[config.mk]
export PLATFORM = sky130hd
export DESIGN_NAME = isa_host_seq
export DESIGN_NICKNAME = d
export VERILOG_FILES = /design/src/rtl/isa_seq_pkg.sv /design/src/rtl/isa_seq_fsm.sv /design/src/rtl/isa_seq_cmd.sv /design/src/rtl/isa_seq_dpath.sv /design/src/rtl/isa_host_seq.sv
export SDC_FILE = /design/constraint.sdc
export NUM_CORES = 1
export LEC_CHECK = 0
export BUFFER_PORTS_ARGS = -buffer_cell sky130_fd_sc_hd__buf_2
export CAP_MARGIN = 20
export CORE_AREA = 4 4 96 98
export DETAILED_ROUTE_END_ITERATION = 8
export DIE_AREA = 0 0 100 102
export GPL_TIMING_DRIVEN = 0
export HOLD_SLACK_MARGIN = 0.15
export PLACE_DENSITY_LB_ADDON = 0.3
export SETUP_SLACK_MARGIN = 0.3
export SYNTH_ARGS = -nofsm -noshare
export SYNTH_HDL_FRONTEND = slang
export SYNTH_SLANG_ARGS = --single-unit
[constraint.sdc]
create_clock -name clk -period 1.9 [get_ports clk]
set_input_delay 0.19 -clock clk [delete_from_list [all_inputs] [get_ports clk]]
set_output_delay 0.19 -clock clk [all_outputs]
set_load 0.03 [all_outputs]
[src/rtl/isa_seq_pkg.sv]
package isa_seq_pkg;

    // one state per half-BCLK period
    typedef enum logic [2:0] {
        SQ_IDLE,
        SQ_ADR1,
        SQ_ADR2,
        SQ_DAT1,
        SQ_DAT2
    } seq_state_e;

    localparam int unsigned N_STROBE = 4;
    localparam int unsigned KIND_W   = $clog2(N_STROBE);

    // strobe index = {io, write}
    localparam int unsigned SK_MRD  = 0;
    localparam int unsigned SK_MWR  = 1;
    localparam int unsigned SK_IORD = 2;
    localparam int unsigned SK_IOWR = 3;

endpackage

[src/rtl/isa_seq_fsm.sv]
module isa_seq_fsm
    import isa_seq_pkg::*;
(
    input  logic       clk,
    input  logic       rst_n,
    input  logic       req_valid,
    input  logic       end_cyc,
    output seq_state_e state,
    output logic       phase,
    output logic       busy,
    output logic       accept
);

    seq_state_e st_q;
    seq_state_e st_d;
    logic       ph_q;
    logic       open_w;

    // state register and free-running half-period phase
    always_ff @(posedge clk) begin
        if (!rst_n) begin
            st_q <= SQ_IDLE;
            ph_q <= 1'b0;
        end else begin
            st_q <= st_d;
            ph_q <= ~ph_q;
        end
    end

    // acceptance window: second half while idle, or final Tc half
    always_comb begin
        open_w = ((st_q == SQ_IDLE) && ph_q) ||
                 ((st_q == SQ_DAT2) && end_cyc);
    end

    // next state
    always_comb begin
        st_d = st_q;
        unique case (st_q)
            SQ_IDLE: if (req_valid && open_w) st_d = SQ_ADR1;
            SQ_ADR1: st_d = SQ_ADR2;
            SQ_ADR2: st_d = SQ_DAT1;
            SQ_DAT1: st_d = SQ_DAT2;
            SQ_DAT2: begin
                if (end_cyc) st_d = req_valid ? SQ_ADR1 : SQ_IDLE;
                else         st_d = SQ_DAT1;
            end
            default: st_d = SQ_IDLE;
        endcase
    end

    // outputs
    always_comb begin
        state  = st_q;
        phase  = ph_q;
        busy   = !open_w;
        accept = req_valid && open_w;
    end

endmodule

[src/rtl/isa_seq_cmd.sv]
module isa_seq_cmd
    import isa_seq_pkg::*;
(
    input  logic                clk,
    input  logic                rst_n,
    input  seq_state_e          state,
    input  logic                cur_write,
    input  logic                cur_io,
    input  logic                dev16_n,
    input  logic                end_cyc,
    output logic [N_STROBE-1:0] strobe_n,
    output logic                steer
);

    logic              on_q;
    logic              steer_q;
    logic              early_w;
    logic [KIND_W-1:0] kind_w;

    always_comb begin
        early_w = !cur_io && !dev16_n;
        kind_w  = {cur_io, cur_write};
    end

    // command on/off and steering decision
    always_ff @(posedge clk) begin
        if (!rst_n) begin
            on_q    <= 1'b0;
            steer_q <= 1'b0;
        end else begin
            case (state)
                SQ_ADR2: begin
                    // first sample at end of Ts
                    on_q <= early_w;
                    if (early_w) steer_q <= 1'b0;
                end
                SQ_DAT1: begin
                    // second sample at midpoint of first Tc only
                    if (!on_q) begin
                        on_q    <= 1'b1;
                        steer_q <= dev16_n;
                    end
                end
                SQ_DAT2: if (end_cyc) on_q <= 1'b0;
                default: ;
            endcase
        end
    end

    for (genvar g = 0; g < N_STROBE; g++) begin : g_strobe
        assign strobe_n[g] = !(on_q && (kind_w == KIND_W'(g)));
    end

    assign steer = steer_q;

endmodule

[src/rtl/isa_seq_dpath.sv]
module isa_seq_dpath
    import isa_seq_pkg::*;
#(
    parameter int unsigned LATCH_W = 20,
    parameter int unsigned DATA_W  = 16
) (
    input  logic               clk,
    input  logic               rst_n,
    input  seq_state_e         state,
    input  logic               accept,
    input  logic [LATCH_W-1:0] req_addr_lo,
    input  logic               req_write,
    input  logic               req_io,
    input  logic [DATA_W-1:0]  req_wdata,
    output logic               cur_write,
    output logic               cur_io,
    output logic [LATCH_W-1:0] sa,
    output logic [DATA_W-1:0]  sd_out,
    output logic               sd_oe
);

    logic [LATCH_W-1:0] cur_lo_q;
    logic [DATA_W-1:0]  cur_wd_q;
    logic               cur_wr_q;
    logic               cur_io_q;
    logic [LATCH_W-1:0] sa_q;
    logic [DATA_W-1:0]  sd_q;
    logic               oe_q;

    // request capture
    always_ff @(posedge clk) begin
        if (!rst_n) begin
            cur_lo_q <= '0;
            cur_wd_q <= '0;
            cur_wr_q <= 1'b0;
            cur_io_q <= 1'b0;
        end else if (accept) begin
            cur_lo_q <= req_addr_lo;
            cur_wd_q <= req_wdata;
            cur_wr_q <= req_write;
            cur_io_q <= req_io;
        end
    end

    // low address latch: frozen on BALE fall
    always_ff @(posedge clk) begin
        if (!rst_n)                sa_q <= '0;
        else if (state == SQ_ADR2) sa_q <= cur_lo_q;
    end

    // write data drive with half-BCLK hold
    always_ff @(posedge clk) begin
        if (!rst_n) begin
            sd_q <= '0;
            oe_q <= 1'b0;
        end else begin
            case (state)
                SQ_IDLE: oe_q <= 1'b0;
                SQ_ADR1: begin
                    oe_q <= cur_wr_q;
                    if (cur_wr_q) sd_q <= cur_wd_q;
                end
                default: ;
            endcase
        end
    end

    always_comb begin
        sa        = (state == SQ_ADR2) ? cur_lo_q : sa_q;
        sd_out    = sd_q;
        sd_oe     = oe_q;
        cur_write = cur_wr_q;
        cur_io    = cur_io_q;
    end

endmodule

[src/rtl/isa_host_seq.sv]
module isa_host_seq
    import isa_seq_pkg::*;
#(
    parameter int unsigned ADDR_W  = 24,
    parameter int unsigned LATCH_W = 20,
    parameter int unsigned DATA_W  = 16
) (
    input  logic                      clk,
    input  logic                      rst_n,
    input  logic                      req_valid,
    input  logic [ADDR_W-1:0]         req_addr,
    input  logic                      req_write,
    input  logic                      req_io,
    input  logic [DATA_W-1:0]         req_wdata,
    input  logic                      end_cyc,
    input  logic                      dev16_n,
    output logic                      busy,
    output logic                      bclk,
    output logic                      bale,
    output logic [ADDR_W-LATCH_W-1:0] la,
    output logic [LATCH_W-1:0]        sa,
    output logic                      mrd_n,
    output logic                      mwr_n,
    output logic                      iord_n,
    output logic                      iowr_n,
    output logic [DATA_W-1:0]         sd_out,
    output logic                      sd_oe,
    output logic                      steer_needed
);

    localparam int unsigned UP_W = ADDR_W - LATCH_W;

    seq_state_e          state_w;
    logic                phase_w;
    logic                accept_w;
    logic                cur_write_w;
    logic                cur_io_w;
    logic [N_STROBE-1:0] strobe_n_w;

    isa_seq_fsm u_fsm (
        .clk       (clk),
        .rst_n     (rst_n),
        .req_valid (req_valid),
        .end_cyc   (end_cyc),
        .state     (state_w),
        .phase     (phase_w),
        .busy      (busy),
        .accept    (accept_w)
    );

    isa_seq_dpath #(
        .LATCH_W (LATCH_W),
        .DATA_W  (DATA_W)
    ) u_dpath (
        .clk         (clk),
        .rst_n       (rst_n),
        .state       (state_w),
        .accept      (accept_w),
        .req_addr_lo (req_addr[LATCH_W-1:0]),
        .req_write   (req_write),
        .req_io      (req_io),
        .req_wdata   (req_wdata),
        .cur_write   (cur_write_w),
        .cur_io      (cur_io_w),
        .sa          (sa),
        .sd_out      (sd_out),
        .sd_oe       (sd_oe)
    );

    isa_seq_cmd u_cmd (
        .clk       (clk),
        .rst_n     (rst_n),
        .state     (state_w),
        .cur_write (cur_write_w),
        .cur_io    (cur_io_w),
        .dev16_n   (dev16_n),
        .end_cyc   (end_cyc),
        .strobe_n  (strobe_n_w),
        .steer     (steer_needed)
    );

    always_comb begin
        bclk   = !phase_w;
        bale   = (state_w == SQ_ADR2);
        la     = req_addr[ADDR_W-1 -: UP_W];
        mrd_n  = strobe_n_w[SK_MRD];
        mwr_n  = strobe_n_w[SK_MWR];
        iord_n = strobe_n_w[SK_IORD];
        iowr_n = strobe_n_w[SK_IOWR];
    end

endmodule

# == Word level (Yosys, flattened, before mapping) ==
# Index checks and enable logic that the tools add are counted.
# word_totals
reg_bits,81
elab_cells,59
out_inout_bits,49
input_bits,47
# op_classes
n_eq_ne,11
reduce_logical,25
bitwise_logic,1
muxes,11
# ops
op,n
$mux 20,1
$pmux 3 s5,1
$logic_and 1x1->1,8
$logic_not 1->1,8
$eq 3x2->1 const B,2
$mux 3,2
$ne 2x2->1 const B,3
$eq 2x2->1 const B,2
$mux 1,4
$pmux 1 s2,2
$reduce_and 2->1,2
$reduce_bool 2->1,2
$eq 3x1->1 const B,1
$eq 3x3->1 const B,1
$logic_not 3->1,1
$pmux 1 s3,1
$reduce_and 3->1,1
$reduce_bool 3->1,1
$eq 2x1->1 const B,1
$logic_not 2->1,1
$ne 2x1->1 const B,1
$logic_or 1x1->1,1
$not 1->1,1

# == Depth between registers and ports, before layout ==
# depth
word_depth,6
mapped_depth,7
depth_no_buf,3

# == By module ==
# From an unflattened synthesis, not the netlist that was laid out.
# unflattened
hier_cells,347
area_unflattened_um2,3543.4
# modules_own_cells
mod,cells_each,seq_area_each_um2,area_per_inst_um2,n_inst
isa_seq_dpath,305,1501.4,3149.3,1
isa_seq_fsm,18,80.1,186.4,1
isa_seq_cmd,18,40.0,161.4,1
isa_host_seq,6,0.0,46.3,1

# == Worst setup path after synthesis ==
# OpenSTA, ideal clock, no wires.
# synth_timing
path_type,reg2reg
startpoint,reg u_fsm.st_q[1] (netlist: u_fsm.state[1])
endpoint,reg u_dpath.sa_q[11]
stages_incl_launch_ff,6
setup_ns,0.115
n_path_buf,2
period_less_slack_ns,1.775
setup_slack_ns,0.125
required_time_ns,1.785
arrival_time_ns,1.660
cell_sequence,dfxtp_1 buf_2 nor3b_2 buf_4 mux2_2 and2_1
# synth_via
elab_chain_cells,2
# synth_lines
element,line,rtl
start: declaration,isa_seq_fsm.sv:14,seq_state_e st_q;
start signal: assignment,isa_seq_fsm.sv:25,st_q <= st_d;
$eq 3x2->1,--,
net bale,isa_host_seq.sv:19,"output logic bale,"
$mux 20,--,
net sa[11],isa_host_seq.sv:21,"output logic [LATCH_W-1:0] sa,"
end signal: assignment,isa_seq_dpath.sv:48,else if (state == SQ_ADR2) sa_q <= cur_lo_q;
end: declaration,isa_seq_dpath.sv:26,logic [LATCH_W-1:0] sa_q;
# The timed path passes the listed nets, and every way through them passes these cells.
# A chain may end at the register's enable or synchronous reset.

# == Worst setup path after layout ==
# layout_timing
startpoint,reg u_fsm.st_q[2] (netlist: u_fsm.state[2])
endpoint,out sa[14]
# layout_via
elab_chain_cells,2
# layout_lines
element,line,rtl
$eq 3x2->1,isa_seq_dpath.sv:69,sa = (state == SQ_ADR2) ? cur_lo_q : sa_q;
$mux 20,isa_seq_dpath.sv:69,
end: declaration,isa_host_seq.sv:21,
# Every way passes these cells.

==> run metrics <==
Worst Reg-to-Reg Cells=10; skew final=0.0106 ns; non-filler cells, final=631; die area=10200 um2; grt total ovfl=0; WL/cell=14.6 um; Num CTS Buffers=9; post-synthesis sequential area ratio=49.4%; power per cell area=698 nW/um2; crit path from=u_fsm.state[2]$_SDFFE_PN0P_; initial antenna violation count=0; core area=8470 um2; Worst-path clk slew=0.09 ns; Critical Path RT=1.71 ns; Crit. End Element=output pin; Max Cap Viol=0; vias=2947; total global-route track usage=17.7%; Worst Hold Class=input port to flip-flop; Avg Inst Size Synth=9.40 um2; clock latency at the later pin of the worst-skew pair=0.36 ns; via-per-instance ratio=4.67; largest net degree at the start of global routing=16; num ports=96; CTS tree=yes; Mapped Cells=349; failing checks=setup timing; post-route ant nets=0; worst slew pin tran=0.601 ns; Hold Path Origin=rst_n; share of cells above drive strength 1=40.9%; Cell Area, Synth=3280 um2; commonest non-fill, non-tap cell in the layout=nand2_1; FF+latch count, synth=81; TritonCTS Sinks=81; Critical Path AT=1.86 ns; IO buf count=90; Total Wirelength=9.21 mm; starting density of the core=38.8%; H-tree levels=3; Setup CP Type=flip-flop to output pin; initial drt markers=67; Tcrit/Tclk final=108%; Lkg Pwr=2.26 nW; TritonRoute pass-1 iters=4; Fill cells=671; endpoints failing hold=0; PnR worst setup slack=-0.151 ns; minimum clock period after layout=2.05 ns; first-pass GRT wire length=14.3 mm; Final #Nets=565; number of placement rows=34; routability congestion estimate=0.775; CP Launch Type=flip-flop; n_diodes=0; Total Power=0.00369 W; final setup fails=38; unrepaired setup endpoints after global routing=yes; vias in the first global route=3014; Slew Viols, Final=0; Synth Net Count=396; R2R Setup Slk=-0.04 ns; Distinct cells, synth=28; commonest non-fill, non-tap cells in the layout=nand2_1 (92), dfxtp_1 (79), buf_2 (74); Inst Count DP=547; reg2reg end=u_dpath.cur_wd_q[12]$_SDFFE_PN0P_; CTS Buffer Depth=2; root buffer cell=clkbuf_8; DP Wirelength=5.53 mm; Yosys warnings=0; Die Y-Extent=102 um; worst hold path endpoint=u_dpath.cur_wd_q[9]$_SDFFE_PN0P_; chip width=100 um; Peak VDD IR=0.000434 V; max frequency=0.488 GHz; status=complete, but fails checks; DRC violations left=0; RR Startpoint=u_fsm.state[2]$_SDFFE_PN0P_; area grow syn2layout=61.2%; slew margin rel.=60.0%; Critical Path Fanout Max=4; hold depth=3
==> worst max-delay path by stage <==
stage                                 end  slack (ns)  cells past startpoint
2_1_floorplan  u_dpath.sa_q[2]$_SDFF_PN0_        0.28                      5
3_3_place_gp                        sa[6]        0.13                      5
3_5_place_dp                        sa[2]        0.12                      5
4_1_cts                             sa[6]       -0.15                      6
5_1_grt                            sa[14]       -0.23                      6
6_report                           sa[14]       -0.15                      6
==> final cells by class <==
class                      instances  area (um2)  share of cell area [%]
multi-input combinational        233        1670                    31.7
sequential                        81        1620                    30.7
timing repair buffer             158        1350                    25.5
buffer                            31         292                    5.51
tap                              108         135                    2.56
clock buffer                       9         124                    2.34
clock inverter                     7        76.3                    1.44
inverter                           4        15.0                   0.284
==> per-stage QoR <==
step           util, %  hold WS (ns)  setup WS, ns  instance area [um2]  TNS [ns]
2_1_floorplan        -         0.332         0.282                 3340         0
3_3_place_gp      46.4         0.439         0.127                 3930         0
3_5_place_dp      46.4         0.443         0.122                 3930         0
4_1_cts           59.4         0.230        -0.146                 5030     -2.53
5_1_grt           62.5         0.234        -0.232                 5290     -5.85
6_report          62.5         0.223        -0.151                 5290     -2.56
==> kinds of logic after synthesis <==
group	share of synthesized area, %
compound gates	5.83
buf+inv	5.60
flops	49.4
mux	18.9
simple gates	20.2
==> power breakdown <==
| part | internal (W) | total, W | switching (W) |
|---|---|---|---|
| Sequential | 0.00175 | 0.00178 | 0.0000327 |
| Combinational | 0.000357 | 0.000626 | 0.000269 |
| Clock | 0.000618 | 0.00128 | 0.000664 |
==> repair_timing <==
item | 4_1_cts | 5_1_grt
endpoints found under the hold margin | 40 | 0
pin swaps | 4 | 22
endpoints found under the setup margin | 80 | 96
hold buffers | 39 | 0
resized for setup | 81 | 64
buffers inserted | 17 | 6
cloned | 4 | 2
==> state kept, by name (all words and copies together), names as in the netlist <==
name / cells
u_cmd.on_q: 1
u_fsm.state: 3
u_dpath.cur_wd_q: 16
u_cmd.steer: 1
u_dpath.cur_lo_q: 20
u_dpath.sa_q: 20
u_fsm.phase: 1
u_dpath.cur_write: 1
u_dpath.sd_oe: 1
u_dpath.cur_io: 1
u_dpath.sd_out: 16
==> cells in the mapped netlist, drive strengths merged <==
library cell,count,area (um2)
inv,4,15.0
nand3b,3,22.5
and3,2,12.5
nand2,109,409
nor2b,3,18.8
buf,14,104
o311a,2,20.0
nor4bb,2,20.0
nand4bb,1,11.3
nor3,3,15.0
o221a,1,11.3
o21a,1,7.51
dfxtp,81,1620
mux2i,38,380
nor3b,1,12.5
clkbuf,17,65.1
o21ai,3,15.0
a21oi,2,10.0
and2,20,125
mux2,21,240
nand3,2,10.0
a21boi,17,128
nor2,2,7.51
==> per-layer routing <==
layer | global-route usage, % | up-vias | routed length [um]
met5 | 0 | - | 0
met4 | 5.49 | 0 | 157
met3 | 4.16 | 13 | 583
met2 | 31.1 | 84 | 4380
met1 | 21.5 | 1379 | 4080
li1 | - | 1471 | -
==> worst max-delay path, cell delays in order, from the launching register on <==
cell,delay [ns]
dfxtp_2,0.34
buf_6,0.12
nor3b_4,0.28
buf_6,0.17
clkbuf_16,0.14
mux2_4,0.32
buf_6,0.15
Note: power is estimated with default switching activity, not from simulation.
